`src/rtl/dds_seq_pkg.sv`:
```
package dds_seq_pkg;
  localparam int DATA_W    = 32;
  localparam int ADDR_W    = 7;
  localparam int FRAME_W   = 1 + ADDR_W + DATA_W;
  localparam int NUM_WRITES = 5;

  localparam logic [ADDR_W-1:0] ADDR_CAL  = 7'h03;
  localparam logic [ADDR_W-1:0] ADDR_MODE = 7'h01;
  localparam logic [ADDR_W-1:0] ADDR_FTW0 = 7'h0B;
  localparam logic [ADDR_W-1:0] ADDR_AMP0 = 7'h0C;

  localparam int CAL_BIT     = 24;
  localparam int PROF_EN_BIT = 23;

  typedef struct packed {
    logic       load;
    logic [2:0] idx;
  } seqStrobe_t;
endpackage

```
`src/rtl/dds_seq_ctrl.sv`:
```
module dds_seq_ctrl
  import dds_seq_pkg::*;
#(
  parameter int RESET_CYCLES = 16,
  parameter int CAL_WAIT     = 64
) (
  input  logic       clk,
  input  logic       rstN,
  input  logic       start,
  input  logic       xferDone,
  output seqStrobe_t strobe,
  output logic       ddsReset,
  output logic       ioUpdate,
  output logic       done
);
  localparam int CNT_MAX = (RESET_CYCLES > CAL_WAIT) ? RESET_CYCLES : CAL_WAIT;
  localparam int CNT_W   = $clog2(CNT_MAX + 1);
  localparam logic [2:0] LAST_IDX = 3'(NUM_WRITES - 1);

  typedef enum logic [2:0] {
    ST_RST, ST_LOAD, ST_XFER, ST_CALW, ST_UPD, ST_DONE
  } seqState_t;

  seqState_t        state;
  logic [CNT_W-1:0] cnt;
  logic [2:0]       idx;

  always_ff @(posedge clk or negedge rstN) begin
    if (!rstN) begin
      state <= ST_RST;
      cnt   <= '0;
      idx   <= '0;
    end else begin
      case (state)
        ST_RST: begin
          if (cnt == CNT_W'(RESET_CYCLES - 1)) begin
            state <= ST_LOAD;
            idx   <= '0;
          end else begin
            cnt <= cnt + 1'b1;
          end
        end
        ST_LOAD: state <= ST_XFER;
        ST_XFER: begin
          if (xferDone) begin
            if (idx == 3'd0) begin
              state <= ST_CALW;
              cnt   <= '0;
            end else if (idx == LAST_IDX) begin
              state <= ST_UPD;
            end else begin
              idx   <= idx + 1'b1;
              state <= ST_LOAD;
            end
          end
        end
        ST_CALW: begin
          if (cnt == CNT_W'(CAL_WAIT - 1)) begin
            idx   <= 3'd1;
            state <= ST_LOAD;
          end else begin
            cnt <= cnt + 1'b1;
          end
        end
        ST_UPD: state <= ST_DONE;
        ST_DONE: begin
          if (start) begin
            state <= ST_RST;
            cnt   <= '0;
          end
        end
        default: state <= ST_RST;
      endcase
    end
  end

  assign strobe.load = (state == ST_LOAD);
  assign strobe.idx  = idx;
  assign ddsReset    = (state == ST_RST);
  assign ioUpdate    = (state == ST_UPD);
  assign done        = (state == ST_DONE);

  // the update strobe lasts exactly one cycle
  assert_update_single_R8: assert property (@(posedge clk) disable iff (!rstN)
    ioUpdate |=> !ioUpdate);

  // done follows the update strobe
  assert_done_after_update_R10: assert property (@(posedge clk) disable iff (!rstN)
    ioUpdate |=> done);
endmodule

```
`src/rtl/dds_seq_spi.sv`:
```
module dds_seq_spi
  import dds_seq_pkg::*;
#(
  parameter int HALF_DIV = 2,
  parameter int AMP_W    = 12
) (
  input  logic             clk,
  input  logic             rstN,
  input  seqStrobe_t       strobe,
  input  logic [DATA_W-1:0] ftwIn,
  input  logic [AMP_W-1:0]  ampIn,
  output logic             sclk,
  output logic             csN,
  output logic             sdio,
  output logic             xferDone
);
  localparam int DIV_W = (HALF_DIV > 1) ? $clog2(HALF_DIV) : 1;
  localparam int BIT_W = $clog2(FRAME_W);

  logic [FRAME_W-1:0] shiftReg;
  logic [FRAME_W-1:0] frame;
  logic [DIV_W-1:0]   divCnt;
  logic [BIT_W-1:0]   bitCnt;
  logic               tick;

  always_comb begin
    case (strobe.idx)
      3'd0:    frame = {1'b0, ADDR_CAL,  DATA_W'(1) << CAL_BIT};
      3'd1:    frame = {1'b0, ADDR_CAL,  {DATA_W{1'b0}}};
      3'd2:    frame = {1'b0, ADDR_MODE, DATA_W'(1) << PROF_EN_BIT};
      3'd3:    frame = {1'b0, ADDR_FTW0, ftwIn};
      default: frame = {1'b0, ADDR_AMP0, {{(DATA_W-AMP_W){1'b0}}, ampIn}};
    endcase
  end

  assign tick = (divCnt == DIV_W'(HALF_DIV - 1));
  assign sdio = shiftReg[FRAME_W-1];

  always_ff @(posedge clk or negedge rstN) begin
    if (!rstN) begin
      shiftReg <= '0;
      csN      <= 1'b1;
      sclk     <= 1'b0;
      divCnt   <= '0;
      bitCnt   <= '0;
      xferDone <= 1'b0;
    end else begin
      xferDone <= 1'b0;
      if (strobe.load) begin
        shiftReg <= frame;
        csN      <= 1'b0;
        sclk     <= 1'b0;
        divCnt   <= '0;
        bitCnt   <= '0;
      end else if (!csN) begin
        if (tick) begin
          divCnt <= '0;
          if (!sclk) begin
            sclk <= 1'b1;
          end else begin
            sclk <= 1'b0;
            if (bitCnt == BIT_W'(FRAME_W - 1)) begin
              csN      <= 1'b1;
              xferDone <= 1'b1;
            end else begin
              bitCnt   <= bitCnt + 1'b1;
              shiftReg <= {shiftReg[FRAME_W-2:0], 1'b0};
            end
          end
        end else begin
          divCnt <= divCnt + 1'b1;
        end
      end
    end
  end

  // serial clock idles low outside a frame
  assert_sclk_idle_R2: assert property (@(posedge clk) disable iff (!rstN)
    csN |-> !sclk);

  // data holds while the serial clock is high
  assert_data_stable_R2: assert property (@(posedge clk) disable iff (!rstN)
    (!csN && sclk && $past(sclk) && $past(!csN)) |-> $stable(sdio));
endmodule

```
`src/rtl/dds_cfg_sequencer.sv`:
```
module dds_cfg_sequencer
  import dds_seq_pkg::*;
#(
  parameter int RESET_CYCLES = 16,
  parameter int CAL_WAIT     = 64,
  parameter int HALF_DIV     = 2,
  parameter int AMP_W        = 12
) (
  input  logic        clk,
  input  logic        rstN,
  input  logic        start,
  input  logic [31:0] ftwIn,
  input  logic [11:0] ampIn,
  output logic        sclk,
  output logic        csN,
  output logic        sdio,
  output logic        ddsReset,
  output logic        ioUpdate,
  output logic [2:0]  profSel,
  output logic        extPwrDown,
  output logic        syncIo,
  output logic        done
);
  seqStrobe_t strobe;
  logic       xferDone;

  dds_seq_ctrl #(
    .RESET_CYCLES(RESET_CYCLES),
    .CAL_WAIT    (CAL_WAIT)
  ) ctrl_i (
    .clk     (clk),
    .rstN    (rstN),
    .start   (start),
    .xferDone(xferDone),
    .strobe  (strobe),
    .ddsReset(ddsReset),
    .ioUpdate(ioUpdate),
    .done    (done)
  );

  dds_seq_spi #(
    .HALF_DIV(HALF_DIV),
    .AMP_W   (AMP_W)
  ) spi_i (
    .clk     (clk),
    .rstN    (rstN),
    .strobe  (strobe),
    .ftwIn   (ftwIn),
    .ampIn   (ampIn[AMP_W-1:0]),
    .sclk    (sclk),
    .csN     (csN),
    .sdio    (sdio),
    .xferDone(xferDone)
  );

  // Profile 0 is the one programmed; side-band pins held inactive
  assign profSel    = 3'b000;
  assign extPwrDown = 1'b0;
  assign syncIo     = 1'b0;

  // no serial transfer while the synthesizer is in reset
  assert_no_cs_in_reset_R1: assert property (@(posedge clk) disable iff (!rstN)
    ddsReset |-> csN);

  // update strobe only with the bus idle
  assert_update_bus_idle_R8: assert property (@(posedge clk) disable iff (!rstN)
    ioUpdate |-> csN);
endmodule

```
`config.mk`:
```
export PLATFORM = sky130hd
export DESIGN_NAME = dds_cfg_sequencer
export DESIGN_NICKNAME = d
export VERILOG_FILES = /design/src/rtl/dds_seq_pkg.sv /design/src/rtl/dds_seq_ctrl.sv /design/src/rtl/dds_seq_spi.sv /design/src/rtl/dds_cfg_sequencer.sv
export SDC_FILE = /design/constraint.sdc
export NUM_CORES = 1
export LEC_CHECK = 0
export ABC_AREA = 0
export BUFFER_PORTS_ARGS = -buffer_cell sky130_fd_sc_hd__buf_2
export CAP_MARGIN = 20
export CORE_MARGIN = 4
export CORE_UTILIZATION = 40
export DETAILED_ROUTE_END_ITERATION = 16
export PLACE_DENSITY_LB_ADDON = 0.15
export SYNTH_ARGS = -nofsm -noshare
export SYNTH_HDL_FRONTEND = slang
export SYNTH_SLANG_ARGS = --single-unit
```
`constraint.sdc`:
```
create_clock -name clk -period 2.45 [get_ports clk]
set_input_delay 0.1225 -clock clk [delete_from_list [all_inputs] [get_ports clk]]
set_output_delay 0.1225 -clock clk [all_outputs]
set_load 0.02 [all_outputs]
```
==> results of run 1 <==
## power by group
part           internal (mW)  switching (mW)
Sequential              1.40           0.257
Clock                  0.601           0.404
Combinational          0.624           0.981
Total                   2.63            1.64
## cells in the mapped netlist, types with 6 or more instances
| cell | number | share of area, % |
|---|---|---|
| a21oi_1 | 30 | 4.6 |
| a221o_1 | 11 | 3.3 |
| a31oi_1 | 6 | 1.1 |
| and3_1 | 20 | 3.8 |
| buf_2 | 8 | 1.2 |
| buf_4 | 7 | 1.6 |
| clkbuf_1 | 14 | 1.6 |
| dfrtp_1 | 62 | 47 |
| ha_1 | 6 | 2.3 |
| inv_1 | 10 | 1.1 |
| nand2_1 | 54 | 6.1 |
| nor2_1 | 15 | 1.7 |
| nor2b_1 | 6 | 1.1 |
| nor3_1 | 8 | 1.2 |
| o21ai_0 | 58 | 8.8 |
## sequential cells by signal, summed over array words and instances (netlist names)
signal	cells
spi_i.shiftReg	40
ctrl_i.cnt	7
spi_i.bitCnt	6
ctrl_i.idx	3
ctrl_i.state	3
spi_i.csN	1
spi_i.divCnt	1
spi_i.sclk	1
spi_i.xferDone	1
## repair_timing
item,in CTS,in global routing
endpoints found under the setup margin,0,0
hold endpoints to repair,62,0
hold buffers,1,0
resized for setup,0,0
## layer usage
layer  vias to the layer above  global-route usage (%)
met5                         -                       0
met3                         8                   4.459
met2                        54                   24.38
li1                       1402                       -
met4                         0                   4.412
met1                      1317                   21.89
## tightest hold or removal path: cells and delay by family
kind            cells  cell delay (ns)
compound gates      2             0.19
buf+inv             1             0.09
## through the flow
stage / setup slack, ns / cells / cell area [µm²] / hold WS, ns
5_1_grt: 0.1812 / 522 / 3885 / 0.1192
3_3_place_gp: 0.4981 / 505 / 3652 / 0.1699
6_report: 0.4404 / 522 / 3885 / 0.09529
2_1_floorplan: 0.5948 / 372 / 3314 / -0.1731
3_5_place_dp: 0.4505 / 505 / 3652 / 0.1675
4_1_cts: 0.4421 / 522 / 3885 / 0.07640
## worst paths after layout
| kind | start | end | slack (ns) |
|---|---|---|---|
| setup / recovery | ctrl_i.idx[0] | spi_i.shiftReg[3] | 0.44 |
| hold / removal | ftwIn[0] | spi_i.shiftReg[0] | 0.1 |
| setup reg to reg | ctrl_i.idx[0] | spi_i.shiftReg[3] | 0.44 |
| hold reg to reg | spi_i.shiftReg[4] | spi_i.shiftReg[4] | 0.48 |
| max in group asynchronous | rstN | spi_i.csN | 1.81 |
| min in group asynchronous | rstN | spi_i.shiftReg[39] | 0.32 |
## final cells by class
cell class,count,area share [%]
flip-flops and latches,63,40.61
repair buffers,61,9.147
well taps,102,3.285
clock buffers,11,3.639
multi-input cells,270,40.26
clock inverters,5,2.093
inverters,10,0.9662
## logic make-up after synthesis
group | Yosys count | share of synthesized area, %
xor+xnor | 3 | 0.7965
compound gates | 128 | 23.78
mux | 3 | 0.9102
buf+inv | 39 | 5.537
simple gates | 125 | 18.77
flops | 63 | 47.82
other cells | 1 | 0.1137
fa+ha+maj | 6 | 2.275
==> reports/results.tsv, run 1 <==
metric	value	unit
outcome	finished, final reports clean	
track_usage	15.84	%
wl_met2	3339	µm
avgRoutedWirePerCell	14.23	µm
clock_sinks	63	
postCtsSetupBuffers	0	
nets	468	
crit_slowest_cell	nor2b_1	
crit_family	simple AND/OR/NAND/NOR gates	
cp.arrival	2.27	ns
async_flop_share	100.0	%
die_y	98.82	µm
grt_pass1_vias	2614	
yosys_warnings	0	
period_minus_slack	2.010	ns
hold_depth	3	
drc_errors	0	
clock-root-buffer	clkbuf_8	
reg2regPathDepth	6	
cp.buffers_inverters	0	
cp-end-kind	flop	
leakagePower	1.816	nW
row_count	32	
worstMarginPinSlew	0.8491	ns
cts_buffers	9	
area_growth_syn_to_layout	17.75	%
layout-drive-gt1-share	20.71	%
layout_commonest_cell	dfrtp_1	
num_antenna_cells	0	
hold_path_class	in -> reg	
cts_tree	yes	
finalMaxSlewViolations	0	
maxCapViolCount	0	
wirelength	7427	µm
setup_viol	0	
fill_cells	771	
critical_path.max_fanout	12	
setup_tns	0	ns
first_pass_iters	6	
grt_start_max_net_pins	78	
synth_edf_count	0	
start_kind	flop	
chipWidth	98.82	µm
grt.overflow.total	0	
syn_area	3299	µm²
gp_congestion	0.8020	
worstSetupPathDepth	6	
clk_pin_slew	0.08	ns
dp_hpwl	5011	µm
antenna_found_initial	0	
hold_viol_final	0	
routed.top_layer	met4	
num_io_pins	58	
vias	2781	
io_buffer_count	52	
h-tree-depth	3	
critPathMaxStageDelay	0.69	ns
initialDrtViolationCount	202	
postSynthAreaPerCell	8.966	µm²
vdd_ir_drop_max	0.5621	mV
wl_met3	382	µm
cp_cell_sequence	ha_1, ha_1, nor2b_1, a221o_1, o21ai_0, o21ai_0	
fmax	497.6	MHz
seq_area	1578	µm²
layout_common_cells	dfrtp_1, o21ai_0, nand2_1, buf_2, a21oi_1	
cp.required	2.71	ns
syn-instance-count	368	
vias_per_cell	5.328	
start_util	41.83	%
ant_nets	0	
worst-setup-path-type	reg -> reg	
multiInputGateArea	1564	µm²
finalClockSkew	0.01315	ns
clock_latency	0.34	ns
maxSlewHeadroom	43.27	%
power	4.268	mW
rsz0062_at_grt	false	
clockBufferDepth	2	
grt_pass1_wl	12650	µm
ys_ff_latch	63	
fin_util	49.25	%
wl_met1	3624	µm
powerDensity	1099	nW/µm²
finalCritPeriodShare	82.02	%
core	7888	µm²
yosysUniqueCellTypes	45	
die_area	9765	µm²
synth-main-ff-cell	dfrtp_1	
ys_seq_area_share	47.82	%
Power figures use the tool's default switching activity.
==> run 2, diff against run 1 <==
- clock period: 2.45 -> 1.65 ns (I/O delays scaled with it)
==> reports/results.tsv, run 2 (same netlist as run 1, synthesis figures left out) <==
metric	value	unit
maxCapViolCount	0	
fin_util	56.12	%
cts_buffers	9	
grt.overflow.total	0	
powerDensity	1668	nW/µm²
chipWidth	98.82	µm
vias_per_cell	5.296	
nets	513	
hold_viol_final	0	
placed_area	3940	µm²
leakagePower	2.081	nW
start_util	41.83	%
multiInputGateArea	1710	µm²
grt_pass1_vias	2890	
cp.required	1.88	ns
grt_start_max_net_pins	58	
period_minus_slack	1.816	ns
vdd_ir_drop_max	0.6752	mV
h-tree-depth	3	
io_buffer_count	52	
fmax	550.6	MHz
grt_pass1_wl	13400	µm
num_antenna_cells	0	
layout_common_cells	dfrtp_1, nand2_1, buf_2, buf_4, o21ai_0	
clk_pin_slew	0.07	ns
drc_errors	0	
initialDrtViolationCount	107	
clock_latency	0.35	ns
layout-drive-gt1-share	34.41	%
finalCritPeriodShare	110.1	%
vias	3003	
track_usage	16.83	%
dp_hpwl	5420	µm
core	7888	µm²
fin_cells	567	
wirelength	8465	µm
rsz0062_at_grt	true	
outcome	complete, but fails checks	
first_pass_iters	4	
ant_nets	0	
largest_reg_flops	40	
antenna_found_initial	0	
setup_viol	23	
hold_path_class	in -> reg	
clock-root-buffer	clkbuf_8	
clockBufferDepth	2	
critical_path.max_fanout	4	
num_io_pins	58	
post-route-worst-setup-slack	-0.1661	ns
violations	negative setup slack	
cp-end-kind	flop	
top_regs	spi_i.shiftReg x40, ctrl_i.cnt x7, spi_i.bitCnt x6	
cts_tree	yes	
clock_sinks	63	
area_growth_syn_to_layout	34.17	%
avgRoutedWirePerCell	14.93	µm
finalClockSkew	0.01025	ns
power	7.382	mW
fin_area	4427	µm²
cp.arrival	2.05	ns
seq_area	1579	µm²
largest_register	spi_i.shiftReg	
worst-setup-path-type	reg -> reg	
start_kind	flop	
row_count	32	
fill_cells	720	
dp_cells	541	
layout_commonest_cell	dfrtp_1	
die_y	98.82	µm
die_area	9765	µm²
finalMaxSlewViolations	0	
gp_congestion	0.7983	
==> run 2: layer usage <==
layer	track usage (%)	up-vias	share of wire, %
met3	5.449	9	4.9
met5	0	-	0
met1	22.76	1442	50
met2	26.08	67	44
li1	-	1485	-
met4	4.412	0	1.1
==> run 2: timing repair <==
item,in CTS,in global routing
gates cloned,0,3
pin swaps,8,5
endpoints found under the setup margin,24,45
endpoints found under the hold margin,15,0
hold buffers,1,0
buffers inserted,1,5
gates resized for setup,20,43
==> run 2: path summary, 6_finish.rpt <==
kind                                        start           endpoint  slack [ns]  cells past startpoint
worst min-delay path                        start    ctrl_i.state[2]        0.06                      4
max in group asynchronous                    rstN    ctrl_i.state[2]        0.84                      3
worst max register to register    ctrl_i.state[0]      ctrl_i.idx[1]       -0.17                      4
worst min register to register  spi_i.shiftReg[7]  spi_i.shiftReg[7]        0.48                      2
worst max-delay path              ctrl_i.state[0]      ctrl_i.idx[1]       -0.17                      4
min in group asynchronous                    rstN    spi_i.bitCnt[4]        0.19                      2
==> run 2: critical path, stage by stage, from the launching register on <==
cell	delay [ns]
dfrtp_1	0.40
or4_4	0.53
a211o_4	0.37
a21o_1	0.18
a32o_1	0.21
==> run 2: per-stage QoR <==
step | worst slack [ns] | hold WS [ns] | setup TNS [ns]
floorplan | -0.08026 | -0.2131 | -0.09272
global placement | -0.1927 | 0.04059 | -2.622
detailed placement | -0.2400 | 0.04514 | -3.212
CTS | -0.1511 | 0.05022 | -0.6209
global route | -0.2257 | 0.06983 | -4.270
finish | -0.1661 | 0.06274 | -1.062
==> run 2: final cells by class <==
cell class / count / area share (%)
multi-input cells: 271 / 38.64
flip-flops and latches: 63 / 35.67
repair buffers: 105 / 17.41
well taps: 102 / 2.883
clock buffers: 9 / 2.798
clock inverters: 7 / 1.639
inverters: 10 / 0.9610
==> run 2: where the power goes <==
group	switching (mW)	internal [mW]	total (mW)
Combinational	1.91	1.70	3.60
Sequential	0.330	2.08	2.41
Clock	0.669	0.699	1.37
Total	2.91	4.48	7.38
==> run 3, diff against run 2 <==
- CORE_UTILIZATION: 40 -> 46
- GPL_ROUTABILITY_DRIVEN: unset -> 0
==> reports/results.tsv, run 3 (same netlist as run 1, synthesis figures left out) <==
metric	value	unit
leakagePower	2.188	nW
vias	3152	
layout_commonest_cell	dfrtp_1	
top_regs	spi_i.shiftReg x40, ctrl_i.cnt x7, spi_i.bitCnt x6	
rsz0062_at_grt	true	
cp-end-kind	flop	
crit_start	ctrl_i.state[1]	
hold_depth	3	
wirelength	9422	µm
fill_cells	522	
die_area	8591	µm²
first_pass_iters	5	
finalMaxSlewViolations	0	
track_usage	18.60	%
layout-drive-gt1-share	38.95	%
start_kind	flop	
hold_path_class	in -> reg	
vdd_ir_drop_max	1.088	mV
outcome	complete, but fails checks	
hold_viol_final	0	
worst-setup-path-type	reg -> reg	
placed_area	3892	µm²
critical_path.max_fanout	4	
die_y	92.69	µm
area_growth_syn_to_layout	43.42	%
num_io_pins	58	
layout_common_cells	dfrtp_1, o21ai_1, buf_2, nand2_1, buf_4	
fmax	551.3	MHz
holdWs	0.06132	ns
grt_pass1_vias	2805	
num_antenna_cells	0	
powerDensity	1763	nW/µm²
avgRoutedWirePerCell	16.50	µm
violations	negative setup slack	
antenna_found_initial	0	
ant_nets	0	
row_count	30	
reg2regPathDepth	4	
dp_hpwl	5127	µm
h-tree-depth	3	
clock_latency	0.34	ns
core	6869	µm²
clock-root-buffer	clkbuf_8	
grt_start_max_net_pins	64	
period_minus_slack	1.814	ns
finalCritPeriodShare	109.9	%
largest_reg_flops	40	
cp.required	1.88	ns
io_buffer_count	52	
post-route-worst-setup-slack	-0.1638	ns
cts_tree	yes	
drc_errors	0	
cts_buffers	9	
cp.arrival	2.04	ns
largest_register	spi_i.shiftReg	
initialDrtViolationCount	189	
clk_pin_slew	0.07	ns
setup_viol	30	
hp-start	ftwIn[25]	
fin_area	4732	µm²
nets	524	
r2r_start	ctrl_i.state[1]	
grt.overflow.total	0	
vias_per_cell	5.520	
clockBufferDepth	2	
chipWidth	92.69	µm
finalClockSkew	0.01160	ns
grt_pass1_wl	13020	µm
maxCapViolCount	0	
clock_sinks	63	
start_util	48.03	%
## run 3: changes by cell type in the layout (fill, tap and decap cells not counted), moves of 3 or more
| cell | previous run | this run |
|---|---|---|
| buf_6 | 6 | 12 |
| buf_4 | 41 | 36 |
| nand2_1 | 53 | 50 |
| and3_1 | 20 | 14 |
| clkbuf_16 | 2 | 8 |
| a21oi_2 | 8 | 14 |
| o21ai_0 | 35 | 8 |
| and3_4 | 0 | 6 |
| o21ai_1 | 25 | 52 |
| a21oi_1 | 24 | 16 |
## run 3: area by class of cell
class / count / area [µm²] / area share (%)
multi-input combinational: 272 / 1803 / 38.10
sequential: 63 / 1578 / 33.34
timing repair buffer: 115 / 991.0 / 20.94
clock buffer: 12 / 155.1 / 3.279
tap: 96 / 120.1 / 2.538
clock inverter: 3 / 42.54 / 0.8990
inverter: 10 / 42.54 / 0.8990
## run 3: what timing repair did
item                       CTS  global route
buffers inserted             0            14
setup endpoints to repair   26            46
cloned                       0            13
gates resized for setup     11           108
hold buffers                 1             0
hold endpoints to repair    62             0
pin swaps                    6            20
## run 3: final timing paths
| path | end | slack [ns] |
|---|---|---|
| worst max-delay path | ctrl_i.idx[1] | -0.16 |
| worst min-delay path | spi_i.shiftReg[25] | 0.06 |
| worst max register to register | ctrl_i.idx[1] | -0.16 |
| worst min register to register | spi_i.shiftReg[39] | 0.48 |
| max in group asynchronous | spi_i.csN | 1.06 |
| min in group asynchronous | spi_i.bitCnt[3] | 0.28 |
## run 3: worst max-delay path, cell delays in order (launching register included)
cell and delay (ns):
dfrtp_1 0.39, or4_4 0.55, a211o_4 0.37, a21o_1 0.18
a32o_1 0.20
## run 3: per-layer routing
layer / GRT usage, % / routed length [µm] / vias up
met5: 0 / 0 / -
met4: 4.029 / 105 / 0
met3: 5.849 / 539 / 11
met2: 29.43 / 4607 / 107
met1: 25.18 / 4170 / 1519
li1: - / - / 1515
## run 3: power breakdown
part | switching [mW] | internal (mW) | total (mW) | leakage [nW]
Combinational | 2.29 | 2.24 | 4.53 | 1.27
Sequential | 0.360 | 2.08 | 2.44 | 0.823
Clock | 0.602 | 0.770 | 1.37 | 0.0985
## run 3: metrics by stage
| step | setup slack [ns] | util, % | TNS [ns] | instances | total power, mW |
|---|---|---|---|---|---|
| 2_1_floorplan | -0.08026 | - | -0.09272 | 372 | 4.292 |
| 3_3_place_gp | -0.2006 | 56.67 | -2.756 | 528 | 5.202 |
| 3_5_place_dp | -0.3154 | 56.67 | -3.920 | 528 | 5.286 |
| 4_1_cts | -0.1492 | 60.05 | -0.5853 | 544 | 6.737 |
| 5_1_grt | -0.2069 | 68.89 | -4.362 | 571 | 8.877 |
| 6_report | -0.1638 | 68.89 | -2.096 | 571 | 8.345 |
